$ cat config.mk
export PLATFORM = sky130hd
export DESIGN_NAME = adc_conv_timer
export DESIGN_NICKNAME = d
export VERILOG_FILES = /design/src/rtl/adc_seq_pkg.sv /design/src/rtl/adc_tick_sel.sv /design/src/rtl/adc_tick_div.sv /design/src/rtl/adc_phase_fsm.sv /design/src/rtl/adc_conv_timer.sv
export SDC_FILE = /design/constraint.sdc
export NUM_CORES = 1
export LEC_CHECK = 0
export ABC_AREA = 1
export BUFFER_PORTS_ARGS = -buffer_cell sky130_fd_sc_hd__buf_4
export CAP_MARGIN = 30
export CORE_MARGIN = 4
export CORE_UTILIZATION = 38
export CTS_BUF_LIST = sky130_fd_sc_hd__clkbuf_8
export CTS_CLUSTER_DIAMETER = 200
export DETAILED_ROUTE_END_ITERATION = 8
export GPL_ROUTABILITY_DRIVEN = 0
export SLEW_MARGIN = 20
export SYNTH_ARGS = -nofsm -noshare
export SYNTH_HDL_FRONTEND = slang
export SYNTH_SLANG_ARGS = --single-unit
$ cat constraint.sdc
create_clock -name clk -period 1.5 [get_ports clk]
set_clock_uncertainty 0.15 [all_clocks]
set_input_delay 0 -clock clk [delete_from_list [all_inputs] [get_ports clk]]
set_output_delay 0 -clock clk [all_outputs]
set_load 0.005 [all_outputs]
$ cat src/rtl/adc_seq_pkg.sv
package adc_seq_pkg;

  typedef enum logic [2:0] {
    PH_IDLE    = 3'd0,
    PH_SYNC    = 3'd1,
    PH_WARM    = 3'd2,
    PH_SAMPLE  = 3'd3,
    PH_CONVERT = 3'd4
  } phase_e;

  function automatic int imax(input int a, input int b);
    return (a > b) ? a : b;
  endfunction

endpackage

$ cat src/rtl/adc_tick_sel.sv
module adc_tick_sel #(
  parameter int N_EXT = 3,
  parameter int SRC_W = 2
) (
  input  logic [SRC_W-1:0] sel,
  input  logic [N_EXT-1:0] ext_tick,
  output logic             tick_o
);

  localparam int N_SLOT = 2 ** SRC_W;

  logic [N_SLOT-1:0] slot;

  // slot 0 is the bus clock itself, then the external ticks, unused slots idle
  for (genvar i = 0; i < N_SLOT; i++) begin : g_slot
    if (i == 0) begin : g_bus
      assign slot[i] = 1'b1;
    end else if (i <= N_EXT) begin : g_ext
      assign slot[i] = ext_tick[i-1];
    end else begin : g_off
      assign slot[i] = 1'b0;
    end
  end

  assign tick_o = slot[sel];

endmodule

$ cat src/rtl/adc_tick_div.sv
module adc_tick_div #(
  parameter int DIV_W = 2
) (
  input  logic             clk,
  input  logic             rst_n,
  input  logic             clr,
  input  logic             en,
  input  logic             tick,
  input  logic [DIV_W-1:0] div_sel,
  output logic             cck_o
);

  localparam int DCW = (2 ** DIV_W) - 1;

  logic [DCW-1:0] cnt_q, cnt_d, term;

  // terminal count is ratio-1 = a mask of div_sel ones
  always_comb begin
    term = '0;
    for (int i = 0; i < DCW; i++) begin
      if (i < int'(div_sel)) term[i] = 1'b1;
    end
  end

  assign cck_o = en && tick && (cnt_q == term);

  always_comb begin
    cnt_d = cnt_q;
    if (clr) begin
      cnt_d = '0;
    end else if (en && tick) begin
      cnt_d = cck_o ? '0 : cnt_q + 1'b1;
    end
  end

  always_ff @(posedge clk or negedge rst_n) begin
    if (!rst_n) begin
      cnt_q <= '0;
    end else begin
      cnt_q <= cnt_d;
    end
  end

  // with a ratio above one, two conversion clocks never fall in adjacent cycles
  assert_cck_spacing_R2: assert property (@(posedge clk) disable iff (!rst_n)
    (cck_o && (div_sel != '0)) |=> (!cck_o || !$stable(div_sel)));

endmodule

$ cat src/rtl/adc_phase_fsm.sv
module adc_phase_fsm
  import adc_seq_pkg::*;
#(
  parameter int SYNC_BUS     = 5,
  parameter int STARTUP      = 8,
  parameter int SMP_SHORT    = 4,
  parameter int SMP_LONG_ADD = 20,
  parameter int CNV_LO       = 13,
  parameter int CNV_HI       = 16
) (
  input  logic clk,
  input  logic rst_n,
  input  logic start,
  input  logic cont_mode,
  input  logic long_smp,
  input  logic res_hi,
  input  logic cck,
  output logic div_clr,
  output logic div_en,
  output logic smp_en,
  output logic cnv_en,
  output logic done,
  output logic busy
);

  localparam int MAXLEN = imax(imax(SYNC_BUS, STARTUP),
                               imax(SMP_SHORT + SMP_LONG_ADD, CNV_HI));
  localparam int CNT_W  = $clog2(MAXLEN + 1);

  phase_e           ph_q, ph_d;
  logic [CNT_W-1:0] cnt_q, cnt_d;
  logic             done_q, done_d;
  logic [CNT_W-1:0] smp_last, cnv_last;

  assign smp_last = long_smp ? CNT_W'(SMP_SHORT + SMP_LONG_ADD - 1) : CNT_W'(SMP_SHORT - 1);
  assign cnv_last = res_hi   ? CNT_W'(CNV_HI - 1)                   : CNT_W'(CNV_LO - 1);

  always_comb begin
    ph_d   = ph_q;
    cnt_d  = cnt_q;
    done_d = 1'b0;
    if (start) begin
      ph_d  = PH_SYNC;
      cnt_d = '0;
    end else begin
      unique case (ph_q)
        PH_SYNC: begin
          if (cnt_q == CNT_W'(SYNC_BUS - 1)) begin
            ph_d  = PH_WARM;
            cnt_d = '0;
          end else begin
            cnt_d = cnt_q + 1'b1;
          end
        end
        PH_WARM: begin
          if (cck) begin
            if (cnt_q == CNT_W'(STARTUP - 1)) begin
              ph_d  = PH_SAMPLE;
              cnt_d = '0;
            end else begin
              cnt_d = cnt_q + 1'b1;
            end
          end
        end
        PH_SAMPLE: begin
          if (cck) begin
            if (cnt_q == smp_last) begin
              ph_d  = PH_CONVERT;
              cnt_d = '0;
            end else begin
              cnt_d = cnt_q + 1'b1;
            end
          end
        end
        PH_CONVERT: begin
          if (cck) begin
            if (cnt_q == cnv_last) begin
              done_d = 1'b1;
              ph_d   = cont_mode ? PH_SAMPLE : PH_IDLE;
              cnt_d  = '0;
            end else begin
              cnt_d = cnt_q + 1'b1;
            end
          end
        end
        default: begin
          ph_d  = PH_IDLE;
          cnt_d = '0;
        end
      endcase
    end
  end

  always_ff @(posedge clk or negedge rst_n) begin
    if (!rst_n) begin
      ph_q   <= PH_IDLE;
      cnt_q  <= '0;
      done_q <= 1'b0;
    end else begin
      ph_q   <= ph_d;
      cnt_q  <= cnt_d;
      done_q <= done_d;
    end
  end

  assign div_clr = start || (ph_q == PH_IDLE) || (ph_q == PH_SYNC);
  assign div_en  = (ph_q == PH_WARM) || (ph_q == PH_SAMPLE) || (ph_q == PH_CONVERT);
  assign smp_en  = (ph_q == PH_SAMPLE);
  assign cnv_en  = (ph_q == PH_CONVERT);
  assign done    = done_q;
  assign busy    = (ph_q != PH_IDLE);

  // sample and convert strobes are exclusive
  assert_strobe_excl_R5: assert property (@(posedge clk) disable iff (!rst_n)
    !(smp_en && cnv_en));

  // a done pulse only follows a convert phase
  assert_done_after_cnv_R3: assert property (@(posedge clk) disable iff (!rst_n)
    done |-> $past(ph_q == PH_CONVERT));

  // done lasts one cycle
  assert_done_pulse_R6: assert property (@(posedge clk) disable iff (!rst_n)
    done |=> !done);

  // a conversion ending without continuous mode leaves the block idle
  assert_single_idle_R6: assert property (@(posedge clk) disable iff (!rst_n)
    (done && !$past(cont_mode)) |-> !busy);

  // any start, even mid-conversion, restarts from synchronisation
  assert_restart_sync_R8: assert property (@(posedge clk) disable iff (!rst_n)
    start |=> (ph_q == PH_SYNC && cnt_q == '0));

endmodule

$ cat src/rtl/adc_conv_timer.sv
module adc_conv_timer #(
  parameter int N_EXT        = 3,
  parameter int SRC_W        = 2,
  parameter int DIV_W        = 2,
  parameter int SYNC_BUS     = 5,
  parameter int STARTUP      = 8,
  parameter int SMP_SHORT    = 4,
  parameter int SMP_LONG_ADD = 20,
  parameter int CNV_LO       = 13,
  parameter int CNV_HI       = 16
) (
  input  logic             clk,
  input  logic             rst_n,
  input  logic             start,
  input  logic             cont_mode,
  input  logic             long_smp,
  input  logic             res_hi,
  input  logic [SRC_W-1:0] clk_src,
  input  logic [DIV_W-1:0] clk_div,
  input  logic [N_EXT-1:0] ext_tick,
  output logic             smp_en,
  output logic             cnv_en,
  output logic             done,
  output logic             busy
);

  logic src_tick;
  logic cck;
  logic div_clr;
  logic div_en;

  adc_tick_sel #(
    .N_EXT (N_EXT),
    .SRC_W (SRC_W)
  ) u_sel (
    .sel      (clk_src),
    .ext_tick (ext_tick),
    .tick_o   (src_tick)
  );

  adc_tick_div #(
    .DIV_W (DIV_W)
  ) u_div (
    .clk     (clk),
    .rst_n   (rst_n),
    .clr     (div_clr),
    .en      (div_en),
    .tick    (src_tick),
    .div_sel (clk_div),
    .cck_o   (cck)
  );

  adc_phase_fsm #(
    .SYNC_BUS     (SYNC_BUS),
    .STARTUP      (STARTUP),
    .SMP_SHORT    (SMP_SHORT),
    .SMP_LONG_ADD (SMP_LONG_ADD),
    .CNV_LO       (CNV_LO),
    .CNV_HI       (CNV_HI)
  ) u_fsm (
    .clk       (clk),
    .rst_n     (rst_n),
    .start     (start),
    .cont_mode (cont_mode),
    .long_smp  (long_smp),
    .res_hi    (res_hi),
    .cck       (cck),
    .div_clr   (div_clr),
    .div_en    (div_en),
    .smp_en    (smp_en),
    .cnv_en    (cnv_en),
    .done      (done),
    .busy      (busy)
  );

endmodule

==> results.yml <==
power_and_ir_drop:
  p_int_mw: 1.04
  clkPwrFrac_pct: 20.0
  leakagePower_nw: 0.762
  p_switching_mw: 0.707
  switching_share_pct: 40.5
  pwr-share-comb_pct: 54.9
  p_per_area_nw_per_um2: 1140
  vdd_drop_max_mv: 0.860
  power_frac_seq_pct: 25.1
final_layout:
  final_core_util_pct: 59.6
  layout.nets: 217
  area_growth_pct: 43.7
  drive_above_1_share_pct: 40.0
  n_antenna_cell: 0
route:
  routed_via_density: 4.89
  dr.first_iter.drc_count: 28
  postRouteAntennaNets: 0
  drc: 0
  wl_per_cell_um: 11.3
  totalWireLength_mm: 2.59
  drt-pass1-iter-count: 4
  vias: 1124
worst_setup_path:
  rr_startpoint: "u_fsm.cnt_q[0]"
  critPathArrivalTime_ns: 1.63
  timing.rr.end: "u_fsm.ph_q[1]"
  cp-start-kind: "flip-flop"
  path_class: "flip-flop to flip-flop"
  crit_path_end_kind: "flip-flop"
  ff2ff_setup_slack_ns: -0.15
  crit_fanout: 4
  critPathCapture: "u_fsm.ph_q[1]"
  reg2reg_depth: 9
  cp.required_ns: 1.48
  crit_start: "u_fsm.cnt_q[0]"
global_routing:
  first_global_vias: 1001
  grt_use_met1_pct: 19.8
  grt_max_degree: 13
  use_met2_pct: 24.4
  overflow: 0
  grt_pass1_wl_mm: 4.22
  grtUsageMet3_pct: 4.04
  antenna_found_initial: 0
  busiest_layer: "met2"
  grt_usage_pct: 14.8
clock_network:
  cts_buffers: 3
  root_buffer: "clkbuf_8"
  cts.clk_slew.worst_paths_ns: 0.05
  cts_tree: "built"
  cts.sinks: 12
  clk_path_buf_depth: 2
  htreeDepth: 1
  insertion_delay_ns: 0.24
logic_synthesis:
  ys_ff_latch: 12
  syn_nets: 176
  syn_inst: 160
  avgSynthCellArea_sq_um: 6.65
  synth-seq-area-share_pct: 28.2
  synth.distinct_cells: 26
  syn_area_sq_um: 1060
  ys_warn_count: 0
timing:
  fin_hold_ws_ns: -0.00627
  fin_ws_ns: -0.148
  fin_crit_sh_pct: 110
  timing.fmax_mhz: 607
  tns_ns: -0.957
  period_minus_slack_ns: 1.65
  setup_viol: 9
  worst_slew_pin_slew_ns: 0.316
  final-hold-violation-count: 12
  relSlewSlack_pct: 78.9
  rsz0062_at_grt: "yes"
  slew_violations: 0
floorplan:
  rows: 18
  start_util_pct: 41.5
  coreArea_sq_um: 2570
  io_pins: 17
  fp.dieW_um: 60.9
  die-area_sq_um: 3710
  die_h_um: 60.9
placement:
  dp_hpwl_mm: 1.92
  port_buffers: 16
job:
  max-cap-violations: 0
outcome:
  violations: "hold timing, setup timing"
  status: "finished, violations left"
worst_hold_path:
  hp-class: "input pin to async pin"
-- cells by family after synthesis --
kind of cell | Yosys count | share of synthesized area (%)
buffers and inverters | 24 | 9.75
xor gates and xnor gates | 2 | 1.65
DFF | 12 | 28.2
adders and majority gates | 3 | 3.53
and+or+nand+nor | 105 | 47.6
AOI/OAI and AO/OA | 14 | 9.28
-- cell usage in the layout, fill, tap and decap left out, types with 4 or more instances in the layout --
cell type,Yosys,routed
inv_1,20,18
nor2_1,18,15
nand3_1,23,21
buf_4,3,33
o21ai_2,4,5
nand2_2,4,9
nand3_2,2,4
nor2_4,2,4
dfrtp_1,12,9
clkbuf_8,0,4
nand2_1,48,42
-- power groups by stage --
stage	clock (mW)	sequential, mW	combinational (mW)
CTS	0.359	0.420	0.885
floorplan	0	0.427	0.530
detailed placement	0	0.428	0.830
global route	0.372	0.444	1.06
finish	0.349	0.439	0.959
global placement	0	0.425	0.826
-- worst min-delay path by stage --
stage | from | end | slack, ns | cells after the start
final | rst_n | u_div.cnt_q[0] | -0.006 | 2
after global routing | rst_n | u_fsm.cnt_q[4] | 0.02 | 2
after CTS | res_hi | u_fsm.done | 0.05 | 5
after detailed placement | rst_n | u_div.cnt_q[0] | -0.30 | 1
after global placement | rst_n | u_div.cnt_q[0] | -0.30 | 1
after floorplan | rst_n | u_div.cnt_q[0] | -0.45 | 0
-- synthesized netlist by cell type --
library cell / n / area [sq um]
a21oi_1: 1 / 5.00
a21oi_2: 1 / 8.76
a31oi_1: 1 / 6.26
buf_4: 3 / 22.5
dfrtp_1: 12 / 300
ha_1: 3 / 37.5
inv_1: 20 / 75.1
inv_4: 1 / 6.26
nand2_1: 48 / 180
nand2_2: 4 / 25.0
nand2_4: 2 / 22.5
nand2_8: 1 / 20.0
nand3_1: 23 / 115
nand3_2: 2 / 20.0
nand4_1: 1 / 6.26
nor2_1: 18 / 67.6
nor2_2: 1 / 6.26
nor2_4: 2 / 22.5
nor3_1: 1 / 5.00
nor3_2: 1 / 10.0
nor4_1: 1 / 6.26
o21ai_0: 3 / 15.0
o21ai_2: 4 / 35.0
o21bai_1: 3 / 22.5
o22ai_1: 1 / 6.26
xor2_1: 2 / 17.5
-- cell type report --
type	instances	area [sq um]
Inverter	21	81.3
Clock buffer	4	55.1
Fill cell	247	1040
Timing Repair Buffer	39	312
Sequential cell	12	304
Tap cell	30	37.5
Multi-Input combinational cell	124	741
-- state kept, by name (all words and copies together) (netlist names) --
register / cells
u_div.cnt_q: 3
u_fsm.ph_q: 3
u_fsm.done: 1
u_fsm.cnt_q: 5
-- metal layers --
| metal | routed length, um | vias up |
|---|---|---|
| li1 | - | 586 |
| met1 | 1200 | 515 |
| met2 | 1280 | 23 |
| met3 | 106 | 0 |
| met4 | 0 | 0 |
| met5 | 0 | - |
-- worst max-delay path, cell delays in order, from the launching register on --
cell	delay, ns
dfrtp_2	0.44
buf_6	0.13
o21bai_1	0.17
nand3_2	0.15
nand2_2	0.11
nand2_2	0.06
nor2_4	0.14
nand2_2	0.08
nand2_1	0.07
nand2_1	0.04
-- metrics by stage --
stage               setup slack, ns  area [sq um]  hold WS (ns)  total power, mW  std cells
floorplan                   -0.0439          1070        -0.446            0.957        160
global placement             -0.105          1300        -0.299             1.25        216
detailed placement           -0.143          1300        -0.299             1.26        216
CTS                          -0.107          1440        0.0515             1.66        227
global route                 -0.229          1530        0.0152             1.87        230
finish                       -0.148          1530      -0.00627             1.75        230
-- timing repair --
| item | in CTS | in global routing |
|---|---|---|
| hold buffers | 4 | 0 |
| buffers inserted | 3 | 4 |
| gates resized for setup | 5 | 23 |
| pin swaps | 1 | 12 |
| setup endpoints to repair | 8 | 25 |
| hold endpoints to repair | 15 | 0 |
No activity file was read; power rests on OpenSTA's default activity.
